<file path="src/rtl/irqv_pkg.sv">
package irqv_pkg;

   // Source index doubles as priority: lower index wins.
   typedef enum logic [2:0] {
      SRC_NMI    = 3'd0,
      SRC_EDGE   = 3'd1,
      SRC_LVL_HI = 3'd2,
      SRC_LVL_LO = 3'd3,
      SRC_EXT    = 3'd4
   } irq_src_e;

   localparam int N_SRC = 5;

   // Mask-set word fields
   localparam int MS_MASK_EN  = 3;
   localparam int MS_EDGE_CLR = 4;
   localparam int MS_SOUT_EN  = 6;
   localparam int MS_SOUT     = 7;

   // Restart slot number (half-slot sources sit between whole slots)
   function automatic int unsigned src_slot(input int unsigned idx);
      case (idx)
         0:       return 4;
         1:       return 7;
         2:       return 6;
         3:       return 5;
         default: return 0;
      endcase
   endfunction

   // Vector of a half-slot source: spacing * slot + spacing / 2
   function automatic logic [31:0] half_slot_vec(input int unsigned idx,
                                                 input int unsigned spacing);
      return 32'(spacing * src_slot(idx) + spacing / 2);
   endfunction

endpackage

</file>
<file path="src/rtl/irqv_edge_latch.sv">
module irqv_edge_latch #(
   parameter bit HOLD_LEVEL = 1'b0
) (
   input  logic clk,
   input  logic rst_n,
   input  logic pin,
   input  logic clr,
   output logic pend
);
   logic prev_q;
   logic seen_q;
   logic rise;

   assign rise = pin & ~prev_q;

   always_ff @(posedge clk) begin
      if (!rst_n) prev_q <= 1'b0;
      else        prev_q <= pin;
   end

   generate
      if (HOLD_LEVEL) begin : g_hold
         // Capture is dropped as soon as the pin falls.
         always_ff @(posedge clk) begin
            if (!rst_n)                seen_q <= 1'b0;
            else if (rise)             seen_q <= 1'b1;
            else if (clr || !pin)      seen_q <= 1'b0;
         end
         assign pend = seen_q & pin;
      end else begin : g_sticky
         always_ff @(posedge clk) begin
            if (!rst_n)      seen_q <= 1'b0;
            else if (rise)   seen_q <= 1'b1;
            else if (clr)    seen_q <= 1'b0;
         end
         assign pend = seen_q;
      end
   endgenerate
endmodule

</file>
<file path="src/rtl/irqv_mask_ctl.sv">
module irqv_mask_ctl #(
   parameter int MASK_W = 3
) (
   input  logic              clk,
   input  logic              rst_n,
   input  logic              wr,
   input  logic [MASK_W-1:0] wmask,
   input  logic              mask_en,
   input  logic              sout_en,
   input  logic              sout_bit,
   output logic [MASK_W-1:0] mask,
   output logic              sout
);
   always_ff @(posedge clk) begin
      if (!rst_n) begin
         mask <= '1;
         sout <= 1'b0;
      end else if (wr) begin
         if (mask_en) mask <= wmask;
         if (sout_en) sout <= sout_bit;
      end
   end
endmodule

</file>
<file path="src/rtl/irqv_enable_ctl.sv">
module irqv_enable_ctl (
   input  logic clk,
   input  logic rst_n,
   input  logic set,
   input  logic clr,
   input  logic boundary,
   input  logic taken,
   output logic ie,
   output logic en_eff
);
   typedef enum logic [1:0] {
      EN_IDLE      = 2'd0,
      EN_WAIT_OWN  = 2'd1,
      EN_WAIT_NEXT = 2'd2
   } en_state_e;

   en_state_e st_q;

   assign en_eff = ie | ((st_q == EN_WAIT_NEXT) & boundary);

   always_ff @(posedge clk) begin
      if (!rst_n) begin
         ie   <= 1'b0;
         st_q <= EN_IDLE;
      end else if (clr || taken) begin
         ie   <= 1'b0;
         st_q <= EN_IDLE;
      end else if (set && !ie) begin
         st_q <= boundary ? EN_WAIT_NEXT : EN_WAIT_OWN;
      end else if (boundary) begin
         case (st_q)
            EN_WAIT_OWN:  st_q <= EN_WAIT_NEXT;
            EN_WAIT_NEXT: begin
               ie   <= 1'b1;
               st_q <= EN_IDLE;
            end
            default:      st_q <= EN_IDLE;
         endcase
      end
   end
endmodule

</file>
<file path="src/rtl/irqv_prio_pick.sv">
module irqv_prio_pick #(
   parameter int N = 5
) (
   input  logic [N-1:0] req,
   output logic [N-1:0] grant,
   output logic         any
);
   logic [N:0] blocked;

   assign blocked[0] = 1'b0;

   generate
      for (genvar i = 0; i < N; i++) begin : g_stage
         assign grant[i]     = req[i] & ~blocked[i];
         assign blocked[i+1] = blocked[i] | req[i];
      end
   endgenerate

   assign any = blocked[N];
endmodule

</file>
<file path="src/rtl/irq_vector_unit.sv">
module irq_vector_unit #(
   parameter int VEC_W       = 16,
   parameter int SLOT_SPAN   = 8,
   parameter int MASK_W      = 3,
   parameter int REG_W       = 8
) (
   input  logic             clk,
   input  logic             rst_n,
   input  logic             req_nmi,
   input  logic             req_edge,
   input  logic             req_lvl_hi,
   input  logic             req_lvl_lo,
   input  logic             req_ext,
   input  logic             ie_set,
   input  logic             ie_clr,
   input  logic             insn_end,
   input  logic             mset_wr,
   input  logic [REG_W-1:0] mset_data,
   output logic [REG_W-1:0] mread_data,
   input  logic             serial_in,
   output logic             serial_out,
   output logic             vec_valid,
   output logic [VEC_W-1:0] vec_addr,
   output logic             ext_ack
);
   import irqv_pkg::*;

   localparam int MAX_VEC = SLOT_SPAN * 7 + SLOT_SPAN / 2;

   generate
      if (MAX_VEC >= (1 << VEC_W)) begin : g_bad_vec_w
         $error("VEC_W too narrow for the highest vector");
      end
      if ((SLOT_SPAN < 2) || (SLOT_SPAN % 2 != 0)) begin : g_bad_span
         $error("SLOT_SPAN must be even and at least 2");
      end
      if (MASK_W != 3 || REG_W != 8) begin : g_bad_fmt
         $error("register formats assume three masks in an 8-bit word");
      end
   endgenerate

   logic              nmi_pend, edge_flag;
   logic [MASK_W-1:0] mask;
   logic              ie, en_eff;
   logic [N_SRC-1:0]  req_vec, grant;
   logic              any_req, accept, edge_clr_sw;
   logic [VEC_W-1:0]  vec_tab [N_SRC];
   logic [VEC_W-1:0]  vec_sel;
   logic              mset_unused_bit;

   assign mset_unused_bit = mset_data[5];
   assign edge_clr_sw     = mset_wr & mset_data[MS_EDGE_CLR];

   irqv_edge_latch #(.HOLD_LEVEL(1'b1)) i_nmi_cap (
      .clk(clk), .rst_n(rst_n), .pin(req_nmi),
      .clr(accept & grant[SRC_NMI]), .pend(nmi_pend)
   );

   irqv_edge_latch #(.HOLD_LEVEL(1'b0)) i_edge_cap (
      .clk(clk), .rst_n(rst_n), .pin(req_edge),
      .clr((accept & grant[SRC_EDGE]) | edge_clr_sw), .pend(edge_flag)
   );

   irqv_mask_ctl #(.MASK_W(MASK_W)) i_mask (
      .clk(clk), .rst_n(rst_n), .wr(mset_wr),
      .wmask(mset_data[MASK_W-1:0]),
      .mask_en(mset_data[MS_MASK_EN]),
      .sout_en(mset_data[MS_SOUT_EN]),
      .sout_bit(mset_data[MS_SOUT]),
      .mask(mask), .sout(serial_out)
   );

   irqv_enable_ctl i_enable (
      .clk(clk), .rst_n(rst_n), .set(ie_set), .clr(ie_clr),
      .boundary(insn_end), .taken(accept), .ie(ie), .en_eff(en_eff)
   );

   assign req_vec[SRC_NMI]    = nmi_pend;
   assign req_vec[SRC_EDGE]   = edge_flag  & ~mask[2] & en_eff;
   assign req_vec[SRC_LVL_HI] = req_lvl_hi & ~mask[1] & en_eff;
   assign req_vec[SRC_LVL_LO] = req_lvl_lo & ~mask[0] & en_eff;
   assign req_vec[SRC_EXT]    = req_ext    & en_eff;

   irqv_prio_pick #(.N(N_SRC)) i_pick (
      .req(req_vec), .grant(grant), .any(any_req)
   );

   assign accept = insn_end & any_req;

   generate
      for (genvar s = 0; s < N_SRC; s++) begin : g_vec
         localparam logic [31:0] VEC_FULL = half_slot_vec(s, SLOT_SPAN);
         if (s == int'(SRC_EXT)) begin : g_none
            assign vec_tab[s] = '0;
         end else begin : g_rst
            assign vec_tab[s] = VEC_FULL[VEC_W-1:0];
         end
      end
   endgenerate

   always_comb begin
      vec_sel = '0;
      for (int s = 0; s < N_SRC; s++) begin
         if (grant[s]) vec_sel = vec_sel | vec_tab[s];
      end
   end

   always_ff @(posedge clk) begin
      if (!rst_n) begin
         vec_valid <= 1'b0;
         ext_ack   <= 1'b0;
         vec_addr  <= '0;
      end else begin
         vec_valid <= accept & ~grant[SRC_EXT];
         ext_ack   <= accept &  grant[SRC_EXT];
         if (accept && !grant[SRC_EXT]) vec_addr <= vec_sel;
      end
   end

   assign mread_data = {serial_in, edge_flag, req_lvl_hi, req_lvl_lo, ie, mask};
endmodule

</file>
<file path="config.mk">
export PLATFORM = sky130hd
export DESIGN_NAME = irq_vector_unit
export DESIGN_NICKNAME = d
export VERILOG_FILES = /design/src/rtl/irqv_pkg.sv /design/src/rtl/irqv_edge_latch.sv /design/src/rtl/irqv_mask_ctl.sv /design/src/rtl/irqv_enable_ctl.sv /design/src/rtl/irqv_prio_pick.sv /design/src/rtl/irq_vector_unit.sv
export SDC_FILE = /design/constraint.sdc
export NUM_CORES = 1
export LEC_CHECK = 0
export BUFFER_PORTS_ARGS = -buffer_cell sky130_fd_sc_hd__clkbuf_2
export CORE_UTILIZATION = 46
export DETAILED_ROUTE_END_ITERATION = 16
export PLACE_DENSITY = 0.79
export RECOVER_POWER = 50
export SLEW_MARGIN = 30
export SYNTH_ARGS = -nofsm -noshare
export SYNTH_HDL_FRONTEND = slang
export SYNTH_SLANG_ARGS = --single-unit
</file>
<file path="constraint.sdc">
create_clock -name clk -period 2.1 [get_ports clk]
set_input_delay 0.21 -clock clk [delete_from_list [all_inputs] [get_ports clk]]
set_output_delay 0.21 -clock clk [all_outputs]
set_load 0.01 [all_outputs]
</file>
== Word-level counts from Yosys, hierarchy flattened ==
Cells that the tools add are included.

* Register bits: 29
* Bits of input ports: 20
* Output and inout port bits: 27

* Reduce and logical (&&, ||, !) cells: 14
* Equal/unequal tests: 2
* Bitwise gates (word level): 39
* Multiplexer cells: 12

{| class="wikitable"
|+ Operators by type and width
! cell !! count
|-
| $mux W6 || 4
|-
| $and A1 B1 Y1 || 21
|-
| $not A1 Y1 || 12
|-
| $mux W2 || 4
|-
| $or A1 B1 Y1 || 6
|-
| $reduce_bool A2 Y1 || 3
|-
| $mux W1 || 4
|-
| $reduce_and A2 Y1 || 2
|-
| $logic_not A1 Y1 || 3
|-
| $reduce_and A3 Y1 || 1
|-
| $eq A2 B1 Y1 const B || 1
|-
| $eq A2 B2 Y1 const B || 1
|-
| $logic_and A1 B1 Y1 || 2
|-
| $logic_or A1 B1 Y1 || 2
|-
| $reduce_or A2 Y1 || 1
|}

== Longest topological paths before layout ==
* Depth in word-level cells: 13
* Depth in mapped cells: 4
* Depth with buffers taken out: 4

== Modules after synthesis ==
A second synthesis with hierarchy kept.

* Cell total of the unflattened synthesis: 98
* Area, all modules: 882.1 sq um

{| class="wikitable"
|+ By module, submodules not included
! module !! instances !! area each (sq um) !! cells each
|-
| irq_vector_unit || 1 || 387.9 || 47
|-
| irqv_mask_ctl || 1 || 158.9 || 18
|-
| irqv_enable_ctl || 1 || 137.6 || 14
|-
| irqv_edge_latch at i_nmi_cap || 1 || 72.6 || 6
|-
| irqv_edge_latch at i_edge_cap || 1 || 70.1 || 6
|-
| irqv_prio_pick || 1 || 55.1 || 7
|}

== Worst setup path after synthesis ==
OpenSTA, ideal clock, no wires.

* Path kind: register -> register
* From: register i_mask.mask[2]
* To: register vec_addr[3]
* Path buffers: 0
* Slack: 870 ps
* Clock period less this slack: 1,230 ps
* Required time: 1,982 ps
* Data arrival time: 1,113 ps
* Stages on the path, launching flop included: 5
* Path through: dfxtp_1 -> nand2b_4 -> nand3_1 -> a21o_2 -> o2111a_1

* Cells in the longest elaborated chain, start to end: 10
* Elaborated cells between the ends (all ways): 18
* Classes of those cells: 3 x mux; 13 x bitwise; 2 x reduce/logical

{| class="wikitable"
|+ Ends and longest elaborated chain
! what !! line !! source
|-
| start: declaration || irqv_mask_ctl.sv:11 || <nowiki>output logic [MASK_W-1:0] mask,</nowiki>
|-
| start signal: assignment || irqv_mask_ctl.sv:19 || <nowiki>if (mask_en) mask <= wmask;</nowiki>
|-
| $not A1 Y1 * || irq_vector_unit.sv:79 || <nowiki>assign req_vec[SRC_EDGE] = edge_flag & ~mask[2] & en_eff;</nowiki>
|-
| $and A1 B1 Y1 * (2 in series) || irq_vector_unit.sv:79 ||
|-
| $or A1 B1 Y1 (3 in series) || irqv_prio_pick.sv:15 || <nowiki>assign blocked[i+1] = blocked[i] | req[i];</nowiki>
|-
| $not A1 Y1 || irqv_prio_pick.sv:14 || <nowiki>assign grant[i] = req[i] & ~blocked[i];</nowiki>
|-
| $and A1 B1 Y1 || irqv_prio_pick.sv:14 ||
|-
| $logic_not A1 Y1 || irq_vector_unit.sv:116 || <nowiki>if (accept && !grant[SRC_EXT]) vec_addr <= vec_sel;</nowiki>
|-
| $logic_and A1 B1 Y1 || irq_vector_unit.sv:116 ||
|-
| end signal: assignment || irq_vector_unit.sv:116 ||
|-
| end: declaration || irq_vector_unit.sv:23 || <nowiki>output logic [VEC_W-1:0] vec_addr,</nowiki>
|}

Every way passes the cells marked *; elsewhere a longest branch is shown, timed or not.
A chain may end at the register's enable or synchronous reset.

== Worst setup path after layout ==
Ends and elaborated chain as after synthesis.

==> results.yml <==
clock_network:
  ctsHoldBuffers: 0
  clockBufferDepth: 2
  clock-root-buffer: "clkbuf_4"
  cts.sinks: 16
  cts.repair.resized: 0
  clk_latency_ps: 280
  cts.clk_slew.worst_paths_ps: 90
  h-tree-depth: 1
  numCtsBuffers: 3
  post_cts_buffers: 0
  tritoncts: "yes"
route:
  drt_iter0_markers: 20
  avgViaCountPerCell: 4.776
  vias: 702
  drc_errors: 0
  wl_um: 1413
  first_pass_iters: 4
  avgRoutedWirePerCell_um: 9.612
  drtAntennaViolNets: 0
layout:
  diodes: 0
  layout_common_cells: "clkbuf_2, dfxtp_1, nand2_1, conb_1, nand3_1"
  layout_commonest_cell: "clkbuf_2"
  drive_gt1_share_pct: 27.87
  post-route-util_pct: 54.93
  nets: 143
  synthToLayoutAreaGrowth_pct: 11.14
  fillCellCount: 168
  fin_area_um2: 948.4
worst_setup_path:
  reg2reg_slack_ps: 840
  worst_setup_path_start_kind: "register"
  criticalPathCategory: "reg -> reg"
  end_kind: "register"
  timing.rr.end: "vec_addr[3]$_SDFFE_PN0P_"
  cp_data_arrival_time_ps: 1450
  crit_fanout: 4
  reg2reg_depth: 4
  cp_data_required_time_ps: 2280
  r2r-start: "i_mask.mask[2]$_SDFFE_PN1P_"
floorplanning:
  ioPinCount: 47
  rows: 15
  core_um2: 1727
  dieHeight_um: 45.07
  die_w_um: 45.07
  initial_core_util_pct: 49.42
  dieArea_um2: 2031
grt:
  grt_pass1_wl_um: 2332
  track_usage_pct: 15.93
  globalRouteOverflowTotal: 0
  grt_pass1_vias: 588
  antenna_found_initial: 0
  grt_max_degree: 15
synth:
  synth_cell_types: 30
  syn_area_um2: 853.3
  synth_edf_count: 0
  synth_area_leaders: "dfxtp_1, buf_4, nand3_1, nand2_1, nand2b_4"
  ys_warn_count: 0
  muxShareOfSynthArea_pct: 0
  netlist_instances: 96
  ys.flop_type: "dfxtp_1"
  yosysTopAreaCell: "dfxtp_1"
  synth_compound_area_share_pct: 15.69
  ys_ff_latch: 16
  ys_seq_area_share_pct: 37.54
  synth_simple_gate_area_share_pct: 25.81
  synth_top_cell_area_share_pct: 37.54
  synth_top_family_by_area: "simple AND/OR/NAND/NOR gates"
  synth_fa_ha_area_share_pct: 0
  synth_xor_area_share_pct: 0
  async_flop_share_pct: 0
  synth_area_per_cell_um2: 8.889
place:
  numPortBuffers: 31
  gp_congestion: 0.6941
  placed_cell_area_um2: 920.9
  dp.final_hpwl_um: 1147
timing:
  worst_pin_slew_ps: 545.3
  drv_slew: 0
  fin_setup_tns_ps: 0
  final.min_clock_period_ps: 1262
  finalHoldViolCount: 0
  clock.fmax_mhz: 792.2
  finalSetupViolCount: 0
  holdWs_ps: 119.1
  finClkSkew_ps: 0.5219
  max_slew_margin_pct: 63.65
  grt_setup_unrepaired: "false"
  fin_crit_sh_pct: 60.11
job:
  maxCapViolCount: 0
min_path:
  hold_start: "req_edge"
  whs_path_depth: 3
  hold_path_class: "in -> reg"
  min_to: "i_edge_cap.prev_q$_SDFF_PN0_"
power:
  total_power_w: 0.0006114
  ir_drop_mv: 0.5217
  p_leak_nw: 0.4683
  power.density_nw_per_um2: 644.7
run_status:
  status: "complete, no violations"
==> logic make-up (layout without fill, tap and decap cells) <==
kind of cell	after synthesis	count (layout)
other cells	1	12
buf+inv	24	39
flops	16	16
simple gates	38	38
compound gates	17	17
==> how the worst max path moves through the flow <==
stage | start | endpoint | slack (ps) | cells past startpoint
after CTS | i_enable.st_q[1]$_SDFFE_PP0P_ | vec_addr[3]$_SDFFE_PN0P_ | 830 | 4
after detailed placement | i_enable.st_q[1]$_SDFFE_PP0P_ | vec_addr[3]$_SDFFE_PN0P_ | 850 | 4
after floorplan | i_mask.mask[2]$_SDFFE_PN1P_ | vec_addr[3]$_SDFFE_PN0P_ | 870 | 4
after global placement | i_mask.mask[2]$_SDFFE_PN1P_ | vec_addr[3]$_SDFFE_PN0P_ | 870 | 4
final | i_mask.mask[2]$_SDFFE_PN1P_ | vec_addr[3]$_SDFFE_PN0P_ | 840 | 4
after global routing | i_enable.st_q[1]$_SDFFE_PP0P_ | vec_addr[3]$_SDFFE_PN0P_ | 750 | 4
==> through the flow <==
| step | instances | worst slack (ps) |
|---|---|---|
| 6_report | 147 | 837.7 |
| 5_1_grt | 147 | 746.7 |
| 4_1_cts | 147 | 832.8 |
| 3_5_place_dp | 143 | 849.2 |
| 3_3_place_gp | 143 | 865.9 |
| 2_1_floorplan | 107 | 869.5 |
==> flip-flops by register name, summed over array words and instances, names as in the netlist <==
signal	count
i_mask.mask	3
vec_addr	3
i_enable.st_q	2
ext_ack	1
i_edge_cap.pend	1
i_edge_cap.prev_q	1
i_enable.ie	1
i_mask.sout	1
i_nmi_cap.prev_q	1
i_nmi_cap.seen_q	1
vec_valid	1
==> synth_stat cells, types with 2 or more instances <==
library cell,number
buf_4,18
o31ai_1,2
a21oi_1,2
o211ai_1,2
and2_1,3
dfxtp_1,16
nand2_1,12
inv_1,4
nand2b_1,4
nand2b_4,2
nand3_1,10
nor2_1,2
o21ai_0,2
==> where the power goes <==
part	internal, W	switching (W)
clock	0.000106	0.0000936
sequential	0.000316	0.00000882
combinational	0.0000360	0.0000515
==> critical path, stage by stage (launching register included) <==
cell	delay [ps]
dfxtp_1	380
nand2b_4	150
nand3_1	140
a21o_2	270
o2111a_1	220
==> per-layer routing <==
layer	global-route usage [%]	up-vias	share of wire, %
met5	0	-	0
met4	10.30	0	3.0
met3	2.400	6	6.6
met2	26.38	32	48
met1	19.06	314	42
li1	-	350	-
==> cell type report <==
class / count / area [µm²] / area share [%]
Tap cell: 25 / 31.28 / 3.298
Inverter: 4 / 15.01 / 1.583
Sequential cell: 16 / 320.3 / 33.77
Clock buffer: 4 / 36.28 / 3.826
Multi-Input combinational cell: 67 / 399.1 / 42.08
Timing Repair Buffer: 31 / 146.4 / 15.44
Power figures use the tool's default switching activity.
